==> config.mk <==
export PLATFORM = sky130hd
export DESIGN_NAME = fcls_top
export DESIGN_NICKNAME = d
export VERILOG_FILES = /design/src/rtl/fcls_pkg.sv /design/src/rtl/fcls_decode.sv /design/src/rtl/fcls_cats.sv /design/src/rtl/fcls_out.sv /design/src/rtl/fcls_top.sv
export SDC_FILE = /design/constraint.sdc
export NUM_CORES = 1
export LEC_CHECK = 0
export ABC_AREA = 1
export ABC_CLOCK_PERIOD_IN_PS = 1500
export BUFFER_PORTS_ARGS = -buffer_cell sky130_fd_sc_hd__buf_2
export CELL_PAD_IN_SITES_DETAIL_PLACEMENT = 0
export CELL_PAD_IN_SITES_GLOBAL_PLACEMENT = 1
export CORE_MARGIN = 2
export CORE_UTILIZATION = 17
export CTS_BUF_LIST = sky130_fd_sc_hd__clkbuf_4
export CTS_CLUSTER_DIAMETER = 30
export DETAILED_ROUTE_END_ITERATION = 12
export PLACE_DENSITY = 0.78
export SLEW_MARGIN = 10
export SYNTH_ARGS = -nofsm -noshare
export SYNTH_HDL_FRONTEND = slang
export SYNTH_SLANG_ARGS = --single-unit
==> constraint.sdc <==
create_clock -name clk -period 1.5 [get_ports clk]
set_clock_uncertainty 0.1 [all_clocks]
set_input_delay 0.3 -clock clk [delete_from_list [all_inputs] [get_ports clk]]
set_output_delay 0.3 -clock clk [all_outputs]
set_load 0.03 [all_outputs]
==> src/rtl/fcls_pkg.sv <==
// Package: shared field widths and category bit positions for the classifier.
package fcls_pkg;
    localparam int FP_W   = 64;
    localparam int EXP_W  = 11;
    localparam int MAN_W  = 52;
    localparam int CAT_N  = 8;
    localparam int RSV_W  = 4;

    // Category index; position matches the select-mask bit it is gated by.
    typedef enum int unsigned {
        CAT_QNAN  = 0,
        CAT_PZERO = 1,
        CAT_NZERO = 2,
        CAT_PINF  = 3,
        CAT_NINF  = 4,
        CAT_DENRM = 5,
        CAT_FNEG  = 6,
        CAT_SNAN  = 7
    } cat_idx_e;

    // Decoded view of one operand.
    typedef struct packed {
        logic sign;
        logic exp_ones;
        logic exp_zero;
        logic man_zero;
        logic quiet_bit;
    } fp_fields_t;
endpackage

==> src/rtl/fcls_decode.sv <==
// Module: fcls_decode
// Splits a double into sign, exponent and mantissa, and reduces them to the
// flags the category tests need. Assumes binary64 layout. When daz is set,
// a zero exponent makes the mantissa count as zero.
module fcls_decode
    import fcls_pkg::*;
(
    input  logic [FP_W-1:0] operand,
    input  logic            daz,
    output fp_fields_t      fields
);
    localparam int MAN_MSB = MAN_W - 1;
    localparam int EXP_LSB = MAN_W;
    localparam int EXP_MSB = MAN_W + EXP_W - 1;

    logic [EXP_W-1:0] exp_f;
    logic [MAN_W-1:0] man_f;

    // Purpose: slice and reduce the operand fields.
    always_comb begin
        exp_f            = operand[EXP_MSB:EXP_LSB];
        man_f            = operand[MAN_MSB:0];
        fields.sign      = operand[FP_W-1];
        fields.exp_ones  = &exp_f;
        fields.exp_zero  = ~|exp_f;
        fields.man_zero  = (fields.exp_zero && daz) || (~|man_f);
        fields.quiet_bit = man_f[MAN_MSB];
    end
endmodule

==> src/rtl/fcls_cats.sv <==
// Module: fcls_cats
// Produces one hit bit per category from decoded fields, then gates each with
// its select bit and OR-reduces. Assumes fields come from fcls_decode.
module fcls_cats
    import fcls_pkg::*;
(
    input  fp_fields_t       fields,
    input  logic [CAT_N-1:0] cat_sel,
    output logic [CAT_N-1:0] hits,
    output logic             match
);
    logic is_zero;
    logic is_nan;
    logic is_inf;

    // Purpose: evaluate the eight category tests.
    always_comb begin
        is_zero = fields.exp_zero && fields.man_zero;
        is_nan  = fields.exp_ones && !fields.man_zero;
        is_inf  = fields.exp_ones && fields.man_zero;
        hits            = '0;
        hits[CAT_QNAN]  = is_nan && fields.quiet_bit;
        hits[CAT_SNAN]  = is_nan && !fields.quiet_bit;
        hits[CAT_PZERO] = is_zero && !fields.sign;
        hits[CAT_NZERO] = is_zero && fields.sign;
        hits[CAT_PINF]  = is_inf && !fields.sign;
        hits[CAT_NINF]  = is_inf && fields.sign;
        hits[CAT_DENRM] = fields.exp_zero && !fields.man_zero;
        hits[CAT_FNEG]  = fields.sign && !fields.exp_ones && !is_zero;
    end

    logic [CAT_N-1:0] gated;
    for (genvar g = 0; g < CAT_N; g++) begin : g_gate
        assign gated[g] = hits[g] & cat_sel[g];
    end

    // Purpose: combine the selected hits into one boolean.
    always_comb match = |gated;
endmodule

==> src/rtl/fcls_out.sv <==
// Module: fcls_out
// Output stage: applies zeroing write-mask and the reserved-field check, then
// registers the mask word, strobe and fault flag. Synchronous active-low reset.
module fcls_out
    import fcls_pkg::*;
#(
    parameter int MASK_W = 64
) (
    input  logic              clk,
    input  logic              rst_n,
    input  logic              req_valid,
    input  logic              match,
    input  logic              wm_en,
    input  logic              wm_bit,
    input  logic [RSV_W-1:0]  rsvd,
    output logic              res_valid,
    output logic [MASK_W-1:0] res_mask,
    output logic              res_illegal
);
    logic bad_enc;
    logic bit0_nxt;

    // Purpose: decide the fault and the final result bit.
    always_comb begin
        bad_enc  = (rsvd != {RSV_W{1'b1}});
        bit0_nxt = match && !(wm_en && !wm_bit) && !bad_enc;
    end

    // Purpose: register the outputs; only bit 0 is ever loaded.
    always_ff @(posedge clk) begin
        if (!rst_n) begin
            res_valid   <= 1'b0;
            res_mask    <= '0;
            res_illegal <= 1'b0;
        end else begin
            res_valid <= req_valid;
            if (req_valid) begin
                res_mask    <= {{(MASK_W-1){1'b0}}, bit0_nxt};
                res_illegal <= bad_enc;
            end else begin
                res_mask    <= '0;
                res_illegal <= 1'b0;
            end
        end
    end
endmodule

==> src/rtl/fcls_top.sv <==
// Module: fcls_top
// Classifies one double against selected categories and returns a registered
// mask word one cycle after req_valid. Assumes inputs are stable at the edge.
module fcls_top
    import fcls_pkg::*;
#(
    parameter int MASK_W = 64
) (
    input  logic              clk,
    input  logic              rst_n,
    input  logic              req_valid,
    input  logic [63:0]       operand,
    input  logic [7:0]        cat_sel,
    input  logic              daz,
    input  logic              wm_en,
    input  logic              wm_bit,
    input  logic [3:0]        rsvd,
    output logic              res_valid,
    output logic [MASK_W-1:0] res_mask,
    output logic              res_illegal
);
    fp_fields_t       fields;
    logic [CAT_N-1:0] hits;
    logic             match;

    fcls_decode u_dec (
        .operand (operand),
        .daz     (daz),
        .fields  (fields)
    );

    fcls_cats u_cat (
        .fields  (fields),
        .cat_sel (cat_sel),
        .hits    (hits),
        .match   (match)
    );

    fcls_out #(.MASK_W(MASK_W)) u_out (
        .clk         (clk),
        .rst_n       (rst_n),
        .req_valid   (req_valid),
        .match       (match),
        .wm_en       (wm_en),
        .wm_bit      (wm_bit),
        .rsvd        (rsvd),
        .res_valid   (res_valid),
        .res_mask    (res_mask),
        .res_illegal (res_illegal)
    );
endmodule

# Word-level counts from Yosys, hierarchy flattened
# Cells that the tools add are included.
[word_totals] output_inout_bits=66 register_bits=66 in_bits=82
[op_classes] n_reduce_logical=32 n_bitwise=8 eq_ne=1
[op_table] operator="52-bit OR reduction" count=1
[op_table] operator="1-bit logical AND" count=16
[op_table] operator="11-bit AND reduction" count=1
[op_table] operator="11-bit OR reduction" count=1
[op_table] operator="1-bit zero test" count=10
[op_table] operator="1-bit AND" count=8
[op_table] operator="8-bit OR reduction" count=1
[op_table] operator="4-bit != test (second input constant)" count=1
[op_table] operator="2-bit AND reduction" count=1
[op_table] operator="1-bit logical OR" count=1

# Logic depth before layout (Yosys ltp)
[depth] ltp_word=11 ltp_mapped=12

# Cells and area by module
# Synthesis repeated with hierarchy kept, for this count alone.
[unflattened] cells_unflattened=176 hier_area_um2=1029.7
[by_module_without_submodules] module="fcls_out" area_per_inst_um2=595.6 cells_each=80 seq_area_each_um2=60.1 instances=1
[by_module_without_submodules] module="fcls_decode" area_per_inst_um2=279.0 cells_each=66 seq_area_each_um2=0.0 instances=1
[by_module_without_submodules] module="fcls_cats" area_per_inst_um2=155.1 cells_each=30 seq_area_each_um2=0.0 instances=1

# Worst setup path after synthesis
# OpenSTA, ideal clock, no wires.
[synth_path] kind="input to register" startpoint="input operand[53]" endpoint="register u_out.res_mask[0]" cell_stages=9 setup_time_ns=0.121 required_ns=1.279 t_arrival_ns=1.116 path_slack_ns=0.163 path_buffers=0 cell_sequence="or2_4 -> nor2_4 -> nand3_4 -> nand2_4 -> nand2_1 -> nand2_1 -> nand2_1 -> nor2_2 -> a21oi_2"
[synth_between] elab_chain_len=11
[synth_lines] item="start, declared" line="fcls_top.sv:12" rtl="input logic [63:0] operand,"
[synth_lines] item="11-bit OR reduction" line="fcls_decode.sv:25" rtl="fields.exp_zero = ~|exp_f;"
[synth_lines] item="1-bit zero test" line="fcls_decode.sv:25"
[synth_lines] item="1-bit logical AND" line="fcls_decode.sv:26" rtl="fields.man_zero = (fields.exp_zero && daz) || (~|man_f);"
[synth_lines] item="1-bit logical OR" line="fcls_decode.sv:26"
[synth_lines] item="1-bit zero test or 1-bit logical AND (tied branches)" line="fcls_cats.sv:19, fcls_cats.sv:28, fcls_cats.sv:18"
[synth_lines] item="1-bit logical AND or 1-bit zero test (tied branches)" line="fcls_cats.sv:19, fcls_cats.sv:29"
[synth_lines] item="1-bit logical AND, on equally long branches" line="fcls_cats.sv:22, fcls_cats.sv:23, fcls_cats.sv:29"
[synth_lines] item="1-bit AND" line="fcls_cats.sv:34" rtl="assign gated[g] = hits[g] & cat_sel[g];"
[synth_lines] item="8-bit OR reduction (*)" line="fcls_cats.sv:38" rtl="always_comb match = |gated;"
[synth_lines] item="1-bit logical AND (*) (2 in series)" line="fcls_out.sv:26" rtl="bit0_nxt = match && !(wm_en && !wm_bit) && !bad_enc;"
[synth_lines] item="end signal, assigned" line="fcls_out.sv:38" rtl="res_mask <= {{(MASK_W-1){1'b0}}, bit0_nxt};"
[synth_lines] item="end, declared" line="fcls_out.sv:17" rtl="output logic [MASK_W-1:0] res_mask,"
# Every way passes the cells marked *; elsewhere a longest branch is shown, timed or not.
# A chain may end at the register's enable or synchronous reset.

# Worst setup path in the final report
[layout_path] startpoint="input operand[47]" endpoint="register u_out.res_mask[0]"
[layout_between] elab_chain_len=10
[layout_lines] item="52-bit OR reduction (*)" line="fcls_decode.sv:26"
[layout_lines] item="1-bit zero test (*)" line="fcls_decode.sv:26"
[layout_lines] item="1-bit logical OR (*)" line="fcls_decode.sv:26"
[layout_lines] item="1-bit zero test or 1-bit logical AND (tied branches)" line="fcls_cats.sv:19, fcls_cats.sv:28, fcls_cats.sv:18"
[layout_lines] item="1-bit logical AND or 1-bit zero test (tied branches)" line="fcls_cats.sv:19, fcls_cats.sv:29"
[layout_lines] item="1-bit logical AND, on equally long branches" line="fcls_cats.sv:22, fcls_cats.sv:23, fcls_cats.sv:29"
[layout_lines] item="1-bit AND" line="fcls_cats.sv:34"
[layout_lines] item="8-bit OR reduction (*)" line="fcls_cats.sv:38"
[layout_lines] item="1-bit logical AND (*) (2 in series)" line="fcls_out.sv:26"
# Marked as above.

==> qor.csv <==
stage,metric,value,unit
outcome,status,"finished, final reports clean",
layout,mostFrequentLayoutCells,"84 x buf_2, 63 x conb_1, 36 x nor2_1",
route,postRouteAntennaNets,0,
floorplanning,ios,148,
critical_path,path_delay_family,simple AND/OR/NAND/NOR gates,
global_routing,grt_pass1_vias,816,
clock_network,cts.sinks,3,
layout,final_common_cell,buf_2,
route,drt_iter0_markers,4,
clock_network,postCtsSetupBuffers,0,
global_routing,grtUsageTotal,6.34,%
timing,finalSetupViolCount,0,
layout,diodes,0,
route,vias_per_cell,3.17,
route,dr.pass1.iters,2,
placement,gp_congestion,0.655,
clock_network,htreeDepth,1,
floorplanning,rows,28,
critical_path,cpMostUsedCell,nand2_1,
synthesis,netlist_area,1020,µm²
critical_path,cpPeakStageDelay,0.14,ns
route,vias,1050,
pwr,p_leak,0.795,nW
clock_network,cts.path.max_buffers,2,
synthesis,synthCells,167,
placement,io_buffers,84,
critical_path,worstSetupPathType,in2reg,
hold_path,hold_end,u_out.res_valid,
layout,fin_util,22.9,%
critical_path,cp-end-kind,flip-flop,
layout,nets,339,
floorplanning,die_y,81.5,µm
critical_path,critPathBufInv,1,
synthesis,ys_seq_area_share,5.89,%
layout,syn_to_final_growth,31.5,%
global_routing,grt_max_degree,6,
clock_network,cts_tree,done,
layout,layout-drive-gt1-share,41.4,%
critical_path,slowest_stage,nor2_1,
timing,max_freq,0.770,GHz
synthesis,syn_area_per_cell,6.11,µm²
synthesis,synthDistinctLibCells,23,
timing,finalMaxSlewViolations,0,
timing,finalCriticalPeriod,1.30,ns
synthesis,ys_ff_latch,3,
timing,finalHoldViolCount,0,
route,drc,0,
clock_network,numCtsBuffers,3,
pwr,power_density,466,nW/µm²
critical_path,worstPathMaxFanout,5,
job,max_cap_violations,0,
critical_path,cp.arrival,1.32,ns
floorplanning,start_util,17.4,%
synthesis,synth_warnings,0,
placement,dp_hpwl,2330,µm
floorplanning,die-area,6630,µm²
global_routing,antenna_found_initial,0,
global_routing,grt_pass1_wl,3330,µm
floorplanning,die_width,81.5,µm
global_routing,grt-ovfl-total,0,
route,totalWireLength,2440,µm
critical_path,cp_data_required_time,1.52,ns
hold_path,hp-start,req_valid,
timing,rsz0062_at_grt,no,
timing,finalCritPeriodShare,86.6,%
critical_path,cp-start-kind,input pin,
critical_path,path_cells,"buf_2, nor2_1, nand2_1, nor2_1, nand2_1, nor2_1, nand2_2, nand2_4, nand2_1, nand2_1, nand2_1, nor2_2, a21oi_2",
pwr,vdd_drop_max,257,µV
clock_network,cts_root_buf,clkbuf_4,
layout,design_area,1340,µm²
clock_network,clkTransAtPathRegs,0.04,ns
hold_path,hold_path_class,in2reg,
floorplanning,coreArea,5850,µm²
placement,place_area,1310,µm²
hold_path,hold_depth,3,
route,wire_per_inst,7.36,µm
sequential cells by signal (all words and copies together), names as in the netlist:
register / cells
u_out.res_valid: 1
u_out.res_mask: 1
u_out.res_illegal: 1
layer usage:
metal,wire length (µm),vias up,share of wire (%),GRT usage [%]
met4,4,0,0.16,1.69
met2,1150,78,47,11.1
met1,949,407,39,7.72
li1,-,563,-,-
met5,0,-,0,0
met3,329,2,14,1.43
cell usage after synthesis (all sizes together):
cell / number / area [µm²]
conb: 1 / 3.75
nand2: 29 / 116
nand3: 10 / 75.1
buf: 63 / 473
nor2: 40 / 165
a21oi: 1 / 8.76
inv: 9 / 33.8
and2: 2 / 13.8
nand4: 1 / 6.26
o21ai: 1 / 5.00
mux2i: 1 / 10.0
dfxtp: 3 / 60.1
or2: 2 / 15.0
nor3: 3 / 26.3
o211ai: 1 / 7.51
metrics by stage:
step	std cells	setup TNS, ns	setup slack, ns	total power [W]	hold WS, ns
2_1_floorplan	229	0	0.163	0.000471	0.330
3_3_place_gp	327	-0.0824	-0.0824	0.000464	0.430
3_5_place_dp	327	-0.0988	-0.0988	0.000466	0.435
4_1_cts	331	0	0.149	0.000633	0.187
5_1_grt	331	0	0.00632	0.000674	0.214
6_report	331	0	0.201	0.000625	0.199
timing repair:
item                       in CTS  in global routing
gates resized for setup         0                  1
hold buffers                    0                  0
setup endpoints to repair       0                  1
hold endpoints to repair        0                  0
area by class of cell:
type                    instances  area, µm²
clock buffers                   4       30.0
multi-input cells             154        688
fillers                       686       4510
well taps                      75       93.8
inverters                       9       33.8
flip-flops and latches          3       60.1
repair buffers                 86        435
kinds of logic after synthesis:
group	after synthesis	synth area share (%)
AO/OA/AOI/OAI	3	2.09
other	1	0.368
AND/OR/NAND/NOR	87	41.0
multiplexers	1	0.982
flip-flops	3	5.89
buffers and inverters	72	49.7
how the worst max path moves through the flow:
stage | startpoint | end | slack [ns] | cells past startpoint
after floorplan | operand[53] | u_out.res_mask[0] | 0.16 | 9
after global placement | operand[43] | u_out.res_mask[0] | -0.08 | 13
after detailed placement | operand[51] | u_out.res_mask[0] | -0.1 | 12
after CTS | operand[47] | u_out.res_mask[0] | 0.15 | 13
after global routing | operand[37] | u_out.res_mask[0] | 0.006 | 13
final | operand[47] | u_out.res_mask[0] | 0.20 | 13
where the power goes:
group          internal (W)  total [W]  switching (W)
clock network      0.000118   0.000159      0.0000414
logic              0.000102   0.000382       0.000280
registers         0.0000833  0.0000838    0.000000567
No activity file was read; power rests on OpenSTA's default activity.
